File: src/rtl/tilt_pkg.sv
package tilt_pkg;

    typedef enum logic [1:0] {
        OR_UP  = 2'b00,
        OR_CW  = 2'b01,
        OR_INV = 2'b10,
        OR_CCW = 2'b11
    } orient_e;

    typedef struct packed {
        logic    usable;
        orient_e dir;
    } sample_class_t;

    function automatic orient_e quadrant(input logic sum_neg, input logic diff_neg);
        orient_e q;
        case ({sum_neg, diff_neg})
            2'b01:   q = OR_UP;
            2'b00:   q = OR_CW;
            2'b10:   q = OR_INV;
            default: q = OR_CCW;
        endcase
        return q;
    endfunction

endpackage

File: src/rtl/tilt_classify.sv
module tilt_classify
    import tilt_pkg::*;
#(
    parameter int DATA_W  = 8,
    parameter int MIN_MAG = 24
) (
    input  logic [DATA_W-1:0] accel_x,
    input  logic [DATA_W-1:0] accel_y,
    output sample_class_t     cls
);
    localparam int EXT_W = DATA_W + 1;

    logic signed [EXT_W-1:0] sx, sy, sum_xy, diff_xy;
    logic [EXT_W-1:0] mag_x, mag_y;

    always_comb begin
        sx      = {accel_x[DATA_W-1], accel_x};
        sy      = {accel_y[DATA_W-1], accel_y};
        mag_x   = sx[EXT_W-1] ? EXT_W'(-sx) : EXT_W'(sx);
        mag_y   = sy[EXT_W-1] ? EXT_W'(-sy) : EXT_W'(sy);
        sum_xy  = sx + sy;
        diff_xy = sx - sy;
        cls.usable = (mag_x > EXT_W'(MIN_MAG)) || (mag_y > EXT_W'(MIN_MAG));
        cls.dir    = quadrant(sum_xy[EXT_W-1], diff_xy[EXT_W-1]);
    end

endmodule

File: src/rtl/tilt_debounce.sv
module tilt_debounce
    import tilt_pkg::*;
#(
    parameter int SEL_W    = 2,
    parameter int RUN_BASE = 4
) (
    input  logic             clk,
    input  logic             rst,
    input  logic             strobe,
    input  sample_class_t    cls,
    input  logic [SEL_W-1:0] run_sel,
    output orient_e          orient_long,
    output logic             orient_chg
);
    localparam int CNT_W   = RUN_BASE + (1 << SEL_W);
    localparam int MAX_RUN = 1 << (RUN_BASE + (1 << SEL_W) - 1);

    logic [CNT_W-1:0] cnt_q, cnt_d, run_len;
    orient_e          cand_q, cand_d, long_q;
    logic             commit, chg_q;

    always_comb begin
        run_len = CNT_W'(1) << (RUN_BASE + int'(run_sel));
        cnt_d   = cnt_q;
        cand_d  = cand_q;
        commit  = 1'b0;
        if (strobe) begin
            if (!cls.usable || cls.dir == long_q) begin
                cnt_d = '0;
            end else if (cls.dir == cand_q && cnt_q != '0) begin
                cnt_d = cnt_q + CNT_W'(1);
            end else begin
                cand_d = cls.dir;
                cnt_d  = CNT_W'(1);
            end
            if (cls.usable && cls.dir != long_q && cnt_d >= run_len) begin
                commit = 1'b1;
                cnt_d  = '0;
            end
        end
    end

    always_ff @(posedge clk) begin
        if (rst) begin
            cnt_q  <= '0;
            cand_q <= OR_UP;
            long_q <= OR_UP;
            chg_q  <= 1'b0;
        end else begin
            cnt_q  <= cnt_d;
            cand_q <= cand_d;
            if (commit) long_q <= cand_d;
            chg_q  <= commit;
        end
    end

    assign orient_long = long_q;
    assign orient_chg  = chg_q;

    a_r10_pulse_single: assert property (@(posedge clk) disable iff (rst)
        chg_q |=> !chg_q);
    a_r10_pulse_on_change: assert property (@(posedge clk) disable iff (rst)
        chg_q |-> long_q != $past(long_q));
    a_r6_move_needs_pulse: assert property (@(posedge clk) disable iff (rst)
        long_q != $past(long_q) |-> chg_q);
    a_r11_cnt_bound: assert property (@(posedge clk) disable iff (rst)
        cnt_q <= CNT_W'(MAX_RUN));

endmodule

File: src/rtl/tilt_orient_top.sv
module tilt_orient_top
    import tilt_pkg::*;
#(
    parameter int DATA_W   = 8,
    parameter int MIN_MAG  = 24,
    parameter int SEL_W    = 2,
    parameter int RUN_BASE = 4
) (
    input  logic              clk,
    input  logic              rst,
    input  logic              sample_vld,
    input  logic [DATA_W-1:0] accel_x,
    input  logic [DATA_W-1:0] accel_y,
    input  logic [SEL_W-1:0]  run_sel,
    output logic [1:0]        orient_now,
    output logic [1:0]        orient_long,
    output logic              tilt_bad,
    output logic              orient_chg
);
    sample_class_t cls;
    orient_e       now_q, long_w;
    logic          tilt_q;

    tilt_classify #(.DATA_W(DATA_W), .MIN_MAG(MIN_MAG)) u_classify (
        .accel_x (accel_x),
        .accel_y (accel_y),
        .cls     (cls)
    );

    tilt_debounce #(.SEL_W(SEL_W), .RUN_BASE(RUN_BASE)) u_debounce (
        .clk         (clk),
        .rst         (rst),
        .strobe      (sample_vld),
        .cls         (cls),
        .run_sel     (run_sel),
        .orient_long (long_w),
        .orient_chg  (orient_chg)
    );

    always_ff @(posedge clk) begin
        if (rst) begin
            now_q  <= OR_UP;
            tilt_q <= 1'b1;
        end else if (sample_vld) begin
            tilt_q <= !cls.usable;
            if (cls.usable) now_q <= cls.dir;
        end
    end

    assign orient_now  = now_q;
    assign orient_long = long_w;
    assign tilt_bad    = tilt_q;

    a_r5_tilt_hold: assert property (@(posedge clk) disable iff (rst)
        !$past(sample_vld) |-> $stable(tilt_q));
    a_r4_now_hold: assert property (@(posedge clk) disable iff (rst)
        !$past(sample_vld) |-> $stable(now_q));
    a_r6_commit_agrees: assert property (@(posedge clk) disable iff (rst)
        orient_chg |-> long_w == now_q && !tilt_q);

endmodule

File: config.mk
export PLATFORM = sky130hd
export DESIGN_NAME = tilt_orient_top
export DESIGN_NICKNAME = d
export VERILOG_FILES = /design/src/rtl/tilt_pkg.sv /design/src/rtl/tilt_classify.sv /design/src/rtl/tilt_debounce.sv /design/src/rtl/tilt_orient_top.sv
export SDC_FILE = /design/constraint.sdc
export NUM_CORES = 1
export LEC_CHECK = 0
export BUFFER_PORTS_ARGS = -buffer_cell sky130_fd_sc_hd__buf_2
export CORE_MARGIN = 5
export CORE_UTILIZATION = 45
export DETAILED_ROUTE_END_ITERATION = 12
export PLACE_DENSITY = 0.66
export SLEW_MARGIN = 40
export SYNTH_ARGS = -nofsm -noshare
export SYNTH_HDL_FRONTEND = slang
export SYNTH_SLANG_ARGS = --single-unit
File: constraint.sdc
create_clock -name clk -period 5.7 [get_ports clk]
set_input_delay 1.71 -clock clk [delete_from_list [all_inputs] [get_ports clk]]
set_output_delay 1.71 -clock clk [all_outputs]
set_load 0.005 [all_outputs]
==> summary.txt <==
Routing
  – Final Routed Wirelength: 3.58 mm
  – Wire length per cell: 12.3 um
  – Vias: 1545
  – DR pass1 iterations: 4
  – Vias/cell: 5.33
  – DRT iter0 DRCs: 49
  – # DRC: 0
  – Final ANT Viol Nets: 0

STA
  – Relative slew slack: 68.7%
  – FMAX: 0.184 GHz
  – Setup_tns: 0 ns
  – Clock Skew: 0.00326 ns
  – Hold Vio Cnt, Final: 0
  – Setup violators final: 0
  – Final count of pins violating max slew: 0
  – Min Tclk post-route: 5.43 ns
  – Final worst slack: 0.268 ns
  – Worst-Margin Slew: 0.465 ns
  – Final period utilization: 95.3%

Synthesis
  – Syn Inst Count: 207
  – Synth Net Count: 252
  – Synth Warn #: 0
  – Post-synth top flop: dfxtp_1
  – Post-synthesis adder-cell area fraction: 18.1%
  – Syn Area/Cell: 8.01 sq um
  – Main combinational cell family by area after synthesis: simple AND/OR/NAND/NOR gates
  – Synth Area in Simple Gates: 28.0%
  – Synth Area in XOR/XNOR: 4.22%
  – Number of synthesized flops with an enable pin: 0
  – Ys async rst share: 0%
  – Cell taking the most area after synthesis: dfxtp_1
  – Flops & latches, synth: 16
  – Mux contribution to synthesized area: 2.41%
  – Sequential fraction of the synthesis area: 19.3%
  – Yosys cell types: 48
  – Synth top area cells: dfxtp_1, ha_1, nand2b_1, inv_1, nor2_1
  – Synth Area in Compound Gates: 22.0%
  – Post-Syn Area: 1660 sq um
  – Top cell type's share of synthesized area: 19.3%

Floorplan
  – Chip width: 70.7 um
  – Initial Util: 46.0%
  – Core ar.: 3610 sq um
  – Std cell rows: 22
  – I/O pin total: 27
  – Die area: 5000 sq um
  – Die height: 70.7 um

Clock tree
  – Post-CTS Setup Bufs: 0
  – CTS buffer count: 3
  – Reg clk slew, reported paths: 0.07 ns
  – Worst-Skew Late Latency: 0.25 ns
  – Clock sinks: 16
  – Clk buf depth: 2
  – H-tree levels: 1
  – Root Driver: clkbuf_8
  – CTS tree: done

Worst setup path
  – CP Depth: 24
  – Crit path buf inv count: 2
  – CP top delay family: compound AO/OA/AOI/OAI gates
  – Crit path top cell by count: a21oi_1
  – Worst r2r src: u_debounce.cnt_q[0]$_SDFFE_PP0P_
  – Crit path arrival time: 5.62 ns
  – Crit end category: register
  – Critical Path Start: accel_y[1]
  – CP cell instances: buf_2 -> inv_1 -> ha_1 -> nand3b_1 -> a21oi_1 -> o21bai_1 -> a21oi_1 -> o21bai_1 -> a21oi_1 -> o41ai_2 -> ha_1 -> xor2_1 -> a21oi_1 -> nand3_2 -> o21bai_2 -> nor2_1 -> ha_1 -> o21a_1 -> o21ai_1 -> nand2b_1 -> a211oi_2 -> o21a_2 -> nand4b_1 -> a31oi_1
  – Critical Path RT: 5.88 ns
  – Worst Setup EP: u_debounce.cnt_q[5]$_SDFFE_PP0P_
  – Critical path class: in2reg
  – R2R Path End: u_debounce.cnt_q[5]$_SDFFE_PP0P_
  – CP max stage delay: 0.37 ns
  – Reg2reg setup slack: 2.75 ns
  – Crit Path Max Fanout: 6
  – R2R cell count: 15
  – Critical path's slowest cell: ha_1
  – Crit start category: input port

Status
  – Status: complete, no violations

Pwr
  – Power density cells: 176 nW/um^2
  – Power, Total: 348 uW
  – Pleak: 0.000873 uW
  – Max VDD drop: 0.144 mV

Cells and area
  – Area growth syn-to-layout: 19.2%
  – Util after Layout: 54.9%
  – Diode count: 0
  – Layout cells sized above 1: 24.4%
  – Nets: 288
  – Design area: 1980 sq um
  – Fillers: 348

Global routing
  – Grt ovf: 0
  – GRT Total Usage: 14.2%
  – Pin count of the biggest net entering global routing: 19
  – First-pass GRT wire length: 6.05 mm
  – Vias in the first global route: 1467
  – Initial antenna violation count: 0

Placed design
  – Worst slack, placed: -0.0927 ns
  – IO Port Bufs: 26
  – Dpl hpwl: 2.67 mm
  – Area post-placement: 1890 sq um
  – GPL Wtd Cong: 0.857

Worst hold path
  – Hold Path Class: reg2reg

Run
  – Max_cap viols: 0
[state kept, by name (all words and copies together) (netlist names)]
signal,count
orient_now,2
u_debounce.cand_q,2
u_debounce.orient_long,2
u_debounce.orient_chg,1
u_debounce.cnt_q,8
tilt_bad,1
[area by class of cell]
cell class                      count  area (sq um)  share of cell area, %
Clock buffer                        4          55.1                   2.78
Inverter                           20          75.1                   3.80
Timing Repair Buffer               34           190                   9.61
Multi-Input combinational cell    168          1280                   64.6
Tap cell                           48          60.1                   3.04
Sequential cell                    16           320                   16.2
[how the worst min path moves through the flow]
stage / end / slack [ns] / depth (start not counted) / start
2_1_floorplan: tilt_bad$_SDFFE_PP1P_ / 0.47 / 2 / tilt_bad$_SDFFE_PP1P_
3_3_place_gp: tilt_bad$_SDFFE_PP1P_ / 0.47 / 2 / tilt_bad$_SDFFE_PP1P_
3_5_place_dp: tilt_bad$_SDFFE_PP1P_ / 0.46 / 2 / tilt_bad$_SDFFE_PP1P_
4_1_cts: tilt_bad$_SDFFE_PP1P_ / 0.48 / 2 / tilt_bad$_SDFFE_PP1P_
5_1_grt: tilt_bad$_SDFFE_PP1P_ / 0.51 / 2 / tilt_bad$_SDFFE_PP1P_
6_report: tilt_bad$_SDFFE_PP1P_ / 0.48 / 2 / tilt_bad$_SDFFE_PP1P_
[stage by stage]
stage          hold slack (ns)  cells
2_1_floorplan            0.472    207
6_report                 0.475    290
4_1_cts                  0.481    289
3_3_place_gp             0.466    285
5_1_grt                  0.506    290
3_5_place_dp             0.461    285
[per-layer routing]
layer | GRT usage, % | routed length (um) | vias to the layer above
li1 | - | - | 809
met1 | 18.4 | 1790 | 701
met2 | 23.5 | 1610 | 30
met3 | 2.56 | 140 | 5
met4 | 5.22 | 40 | 0
met5 | 0 | 0 | -
[layout by cell type, fill, tap and decap left out, drive strengths merged, types with 4 or more instances in the layout]
cell,n
nand3b,5
nand2b,13
nand3,10
ha,24
o21ai,11
buf,34
nor2,18
mux2i,4
xor2,4
nor3,7
nand2,10
clkbuf,4
o21a,5
a21oi,10
dfxtp,16
a31oi,6
inv,20
xnor2,4
[tightest hold or removal path, cell delays in order, from the launching register on]
cell	delay, ns
dfxtp_1	0.32
o21ai_0	0.07
nand2b_1	0.06
[synthesized netlist by cell type (all sizes together) (3+ instances only)]
cell	number
o21ai	11
o21a	4
dfxtp	16
nor2	18
xnor2	4
a21o	3
nor3b	3
a21oi	10
inv	20
nand3b	5
o21bai	3
nand2b	13
xor2	4
ha	24
nand2	10
mux2i	4
nand3	10
nor3	7
a31oi	6
[power breakdown]
| part | leakage (uW) | total [uW] | internal [uW] | switching (uW) |
|---|---|---|---|---|
| Combinational | 0.000715 | 122 | 58.9 | 63.5 |
| Sequential | 0.000130 | 123 | 119 | 4.50 |
| Clock | 0.0000288 | 102 | 61.4 | 41.1 |
| Total | 0.000873 | 348 | 239 | 109 |
[cells by family after synthesis]
| logic type | count (synthesis) |
|---|---|
| adders and majority gates | 24 |
| xor gates and xnor gates | 8 |
| buffers and inverters | 24 |
| AOI/OAI and AO/OA | 50 |
| muxes | 4 |
| DFF | 16 |
| and+or+nand+nor | 81 |
[repair_timing]
| item | CTS | global route |
|---|---|---|
| setup endpoints to repair | 0 | 8 |
| hold buffers | 0 | 0 |
| resized for setup | 0 | 9 |
(Power assumes the default switching activity.)
